**config.mk**
```make
export PLATFORM = sky130hd
export DESIGN_NAME = irq_prop_ctrl
export DESIGN_NICKNAME = d
export VERILOG_FILES = /design/src/rtl/irq_prop_ctrl.sv
export SDC_FILE = /design/constraint.sdc
export NUM_CORES = 1
export LEC_CHECK = 0
export ABC_AREA = 1
export BUFFER_PORTS_ARGS = -buffer_cell sky130_fd_sc_hd__buf_2
export CORE_MARGIN = 2
export CORE_UTILIZATION = 41
export DETAILED_ROUTE_END_ITERATION = 10
export HOLD_SLACK_MARGIN = 0.08
export PLACE_DENSITY_LB_ADDON = 0.05
export SETUP_SLACK_MARGIN = 0.5
export SYNTH_ARGS = -nofsm -noshare
export SYNTH_HDL_FRONTEND = slang
export SYNTH_SLANG_ARGS = --single-unit
```
**constraint.sdc**
```tcl
create_clock -name clk -period 1.09 [get_ports clk]
set_input_delay 0.109 -clock clk [delete_from_list [all_inputs] [get_ports clk]]
set_output_delay 0.109 -clock clk [all_outputs]
set_load 0.03 [all_outputs]
```
**src/rtl/irq_prop_ctrl.sv**
```systemverilog
module irq_prop_ctrl #(
  parameter int NUM_MBOX  = 8,
  parameter int ADDR_W    = 12,
  parameter int DATA_W    = 32,
  parameter int LOCAL_BIT = 16,
  parameter logic [ADDR_W-1:0] STAT_ADDR = 'h040,
  parameter logic [ADDR_W-1:0] EN_ADDR   = 'h050
) (
  input  logic                clk,
  input  logic                rst_n,
  input  logic [NUM_MBOX-1:0] mbox_set,
  input  logic                local_irq,
  input  logic                cfg_msi_en,
  input  logic                cfg_intx_dis,
  input  logic                reg_wr,
  input  logic [ADDR_W-1:0]   reg_addr,
  input  logic [DATA_W-1:0]   reg_wdata,
  output logic [DATA_W-1:0]   reg_rdata,
  output logic                msi_req,
  output logic                inta_assert,
  output logic                inta_deassert
);

  logic [NUM_MBOX-1:0] stat_q, en_q;
  logic                irq_q, inta_on_q;

  wire wr_stat = reg_wr && (reg_addr == STAT_ADDR);
  wire wr_en   = reg_wr && (reg_addr == EN_ADDR);
  wire [NUM_MBOX-1:0] clr = wr_stat ? reg_wdata[NUM_MBOX-1:0] : '0;

  wire irq_any   = (|(stat_q & en_q)) | local_irq;
  wire legacy_ok = !cfg_msi_en && !cfg_intx_dis;
  wire irq_rise  = irq_any && !irq_q;
  wire drop      = inta_on_q && (!irq_any || !legacy_ok);

  wire unused_wdata = ^reg_wdata[DATA_W-1:NUM_MBOX];

  always_ff @(posedge clk or negedge rst_n) begin
    if (!rst_n) begin
      stat_q        <= '0;
      en_q          <= '0;
      irq_q         <= 1'b0;
      inta_on_q     <= 1'b0;
      msi_req       <= 1'b0;
      inta_assert   <= 1'b0;
      inta_deassert <= 1'b0;
    end else begin
      stat_q        <= (stat_q & ~clr) | mbox_set;
      if (wr_en) en_q <= reg_wdata[NUM_MBOX-1:0];
      irq_q         <= irq_any;
      msi_req       <= irq_rise && cfg_msi_en;
      inta_assert   <= irq_rise && legacy_ok;
      inta_deassert <= drop;
      if (irq_rise && legacy_ok) inta_on_q <= 1'b1;
      else if (drop)             inta_on_q <= 1'b0;
    end
  end

  always_comb begin
    reg_rdata = '0;
    if (reg_addr == STAT_ADDR) begin
      reg_rdata[NUM_MBOX-1:0] = stat_q;
      reg_rdata[LOCAL_BIT]    = local_irq;
    end else if (reg_addr == EN_ADDR) begin
      reg_rdata[NUM_MBOX-1:0] = en_q;
    end
  end

endmodule

```
* Word-level counts from Yosys, hierarchy flattened *
Index checks and enable logic that the tools add are counted.

storage, ports and cells
  bits in registers = 21
  output and inout port bits = 35
  word-level logic and storage cells = 35

cells by class
  equality and inequality tests = 2
  mux-type cells = 6
  bitwise gates (word level) = 5
  reduce and logical (&&, ||, !) cells = 15

operator list
  kind                                                   number
  equality test 12 x 7 -> 1 bit (second input constant)  2
  two-way mux 8 bit                                      3
  AND 8 bit                                              2
  inverter 8 bit                                         1
  OR 8 bit                                               1
  OR reduction 8 bit                                     1
  logical AND 1 bit                                      7
  logical NOT 1 bit                                      5
  two-way mux 1 bit                                      3
  nonzero test 2 bit                                     1
  logical OR 1 bit                                       1
  OR 1 bit                                               1

* Longest topological paths before layout *
  depth in word-level cells = 8
  gate-level depth with buffers = 7
  mapped depth without buffers = 6

* Least setup slack after synthesis *
No wires, ideal clock.

  path kind = input -> output
  start = in reg_addr[1]
  end = out reg_rdata[0]
  arrival = 1.002 ns
  slack = -0.021 ns
  cell stages on the path = 7
  cell sequence = nor2_1 -> nand2_2 -> nor2_8 -> and2_4 -> buf_6 -> nand2_2 -> nand2_1

between the ends
  cells in the longest elaborated chain, start to end = 3

ends and longest elaborated chain
  what                           line  source
  start, declared                16    input logic [ADDR_W-1:0] reg_addr,
  equality test 12 x 7 -> 1 bit  64    end else if (reg_addr == EN_ADDR) begin
  two-way mux 8 bit              64
  two-way mux 8 bit (*)          61    if (reg_addr == STAT_ADDR) begin
  end, declared                  18    output logic [DATA_W-1:0] reg_rdata,

Every way passes the cells marked *; elsewhere a longest branch is shown, timed or not.

* Worst setup path after layout *
  start = reg stat_q[5]
  end = out reg_rdata[5]

between the ends
  cells in the longest elaborated chain, start to end = 1

ends and longest elaborated chain
  what                    line  source
  start, declared         24    logic [NUM_MBOX-1:0] stat_q, en_q;
  start signal, assigned  48    stat_q <= (stat_q & ~clr) | mbox_set;
  two-way mux 8 bit       61

No other way between the ends.

==> run summary <==
Worst vdd ir: 0.3581 mV
DPL Wire Length: 2.308 mm
Antenna violations before repair: 0
Cells after synthesis: 171
H-tree depth: 1
Status: finished, violations left
Final min period: 1.213 ns
DR WL/cell: 12.43 microns
Worst Path Max Fanout: 2
Vias: 1,382
Comb power frac: 24.5%
Number of global-route vias before repair: 1,249
First-pass GRT wire length: 5.664 mm
Clock power share: 24.2%
GRT overflow: 0
Top Usage Layer GRT: met2
GPL Wtd Cong: 0.7865
DR iter-0 viols: 73
Sequential area share after synthesis: 39.66%
CP required: 0.98 ns
Largest net degree at the start of global routing: 22
Layout Area Growth over Synthesis: 71.29%
Cell Area, Placed: 1744 sq um
GRT Util Overall: 20.72%
Fin. max-slew vios: 0
Root buffer cell: clkbuf_4
Buffer depth of the longest clock path: 2
RSZ-0062 raised after global routing: true
Yosys warnings: 0
I/O Buffers: 45
Num CTS Buffers: 3
Cell Rows: 20
Internal power: 1066 uW
PwrDens: 679.1 nW/um^2
Final ANT Viol Nets: 0
Fin cells: 292
Synth cell types: 20
Hold slack: -0.2477 ns
Leak pwr: 0.001200 uW
Area of the die: 3703 sq um
Fin crit share: 111.3%
Layout cell share with drive strength beyond 1: 52.82%
Top Ports: 93
Core footprint: 3053 sq um
Final antenna diode count: 0
DRT Pass-1 Iters: 4
Most frequent cells in the layout: buf_6, nand2_1, buf_2, conb_1, dfrtp_1
Remaining DRCs: 0
Path type of the worst min-delay path: in -> async
Setup violators final: 13
Final nets: 307
Commonest non-fill, non-tap cell in the layout: buf_6
CTS tree: yes
Die width: 60.85 microns
Endpoint class of the critical path: output port
Violated checks: negative hold slack, negative setup slack
Kind of critical path: reg -> out
Total power: 1541 uW
Seq cells post-synth: 21
Area of the mapped netlist: 1325 sq um
WP data arrival: 1.10 ns
Post-placement cell count: 270
Final worst slack: -0.1230 ns
Switching pwr: 475.4 uW
Setup Skew: 0.003005 ns
Met2 Usage GRT: 35.33%
Die Y: 60.85 microns
Max Cap Viol: 0
Switching part of the total: 30.84%
Worst Setup Start Kind: flip-flop
Fmax: 824.4 MHz
Global routing usage on met3: 2.132%
DR vias/cell: 4.733
Final WL: 3.630 mm
Final Instance Area: 2270 sq um
Worst-skew pair later-pin latency: 0.30 ns
Avg Cell Area, Syn: 7.749 sq um
Fin. Hold Viols: 29
Worst-path clk slew: 0.12 ns
Met1 global-route usage: 27.39%
Initial Utilization: 43.40%
Sequential share of power: 51.3%
CTS sink count: 21
-- path summary, 6_finish.rpt --
path,from,endpoint,slack [ns],depth (start not counted)
hold reg to reg,irq_q$_DFF_PN0_,inta_assert$_DFF_PN0_,0.48,1
setup reg to reg,stat_q[0]$_DFF_PN0_,msi_req$_DFF_PN0_,-0.11,6
setup / recovery,stat_q[5]$_DFF_PN0_,reg_rdata[5],-0.12,4
max in group asynchronous,rst_n,inta_on_q$_DFFE_PN0P_,1.00,1
min in group clk,mbox_set[1],stat_q[1]$_DFF_PN0_,-0.02,3
hold / removal,rst_n,stat_q[2]$_DFF_PN0_,-0.25,1
-- Yosys cell counts --
master	count	area [sq um]
dfrtp_1	21	525.5
nand3_1	9	45.04
conb_1	1	3.750
buf_4	25	187.7
inv_2	2	7.510
clkbuf_1	1	3.750
nor2_4	1	11.26
nor3_4	1	16.27
nand4_1	16	100.1
nor2_1	8	30.03
and2_4	1	8.760
nand2_2	10	62.56
buf_6	1	11.26
nand2_1	53	198.9
inv_1	12	45.04
and3_1	2	12.51
a21oi_1	3	15.01
buf_2	2	10.01
nand3_2	1	10.01
nor2_8	1	20.02
-- per-layer routing --
layer,part of all wire (%),wire [microns]
met2,54,1968
met3,5.6,205
met4,1.4,51
met1,39,1404
met5,0,0
-- worst max-delay path, cell delays in order, from the launching register on --
cell     delay (ns)
dfrtp_1        0.42
buf_6          0.13
nand2_4        0.07
nand2_4        0.05
buf_6          0.13
-- power groups by stage --
stage                     logic [uW]  registers (uW)  clock network, uW
final                            377             791                373
after global routing             406             793                416
after CTS                        340             791                385
after detailed placement         291             805                  0
after global placement           287             804                  0
after floorplan                  232             812                  0
-- kinds of logic (layout without fill, tap and decap cells) --
group,after synthesis,count (layout),synth area share [%]
buf+inv,43,98,20.02
other cells,1,23,0.2830
flops,21,21,39.66
compound gates,3,3,1.133
simple gates,103,103,38.91
-- layout make-up --
type,instances,area (sq um)
well taps,44,55.05
clock buffers,4,26.28
fillers,239,783.3
repair buffers,80,747.0
multi-input cells,129,837.1
inverters,14,78.83
flip-flops and latches,21,525.5
-- registers in the layout, indices dropped and copies added, names as in the netlist --
| name | count |
|---|---|
| inta_on_q | 1 |
| msi_req | 1 |
| en_q | 8 |
| irq_q | 1 |
| stat_q | 8 |
| inta_assert | 1 |
| inta_deassert | 1 |
-- metrics by stage --
step | hold WS (ns) | util (%) | setup slack [ns] | TNS [ns]
2_1_floorplan | -0.1866 | - | 0.09279 | 0
3_3_place_gp | 0.1048 | 57.13 | -0.1280 | -1.685
3_5_place_dp | 0.09973 | 57.13 | -0.1483 | -2.119
4_1_cts | -0.2324 | 69.06 | -0.1134 | -1.055
5_1_grt | -0.2229 | 74.34 | -0.1754 | -1.895
6_report | -0.2477 | 74.34 | -0.1230 | -1.163
-- timing repair --
item                                    4_1_cts  5_1_grt
resized for setup                            66       28
cloned                                        1        1
endpoints found under the setup margin       33       33
pin swaps                                    19       18
buffers inserted                             12        4
endpoints found under the hold margin        40       31
Power figures use the tool's default switching activity.
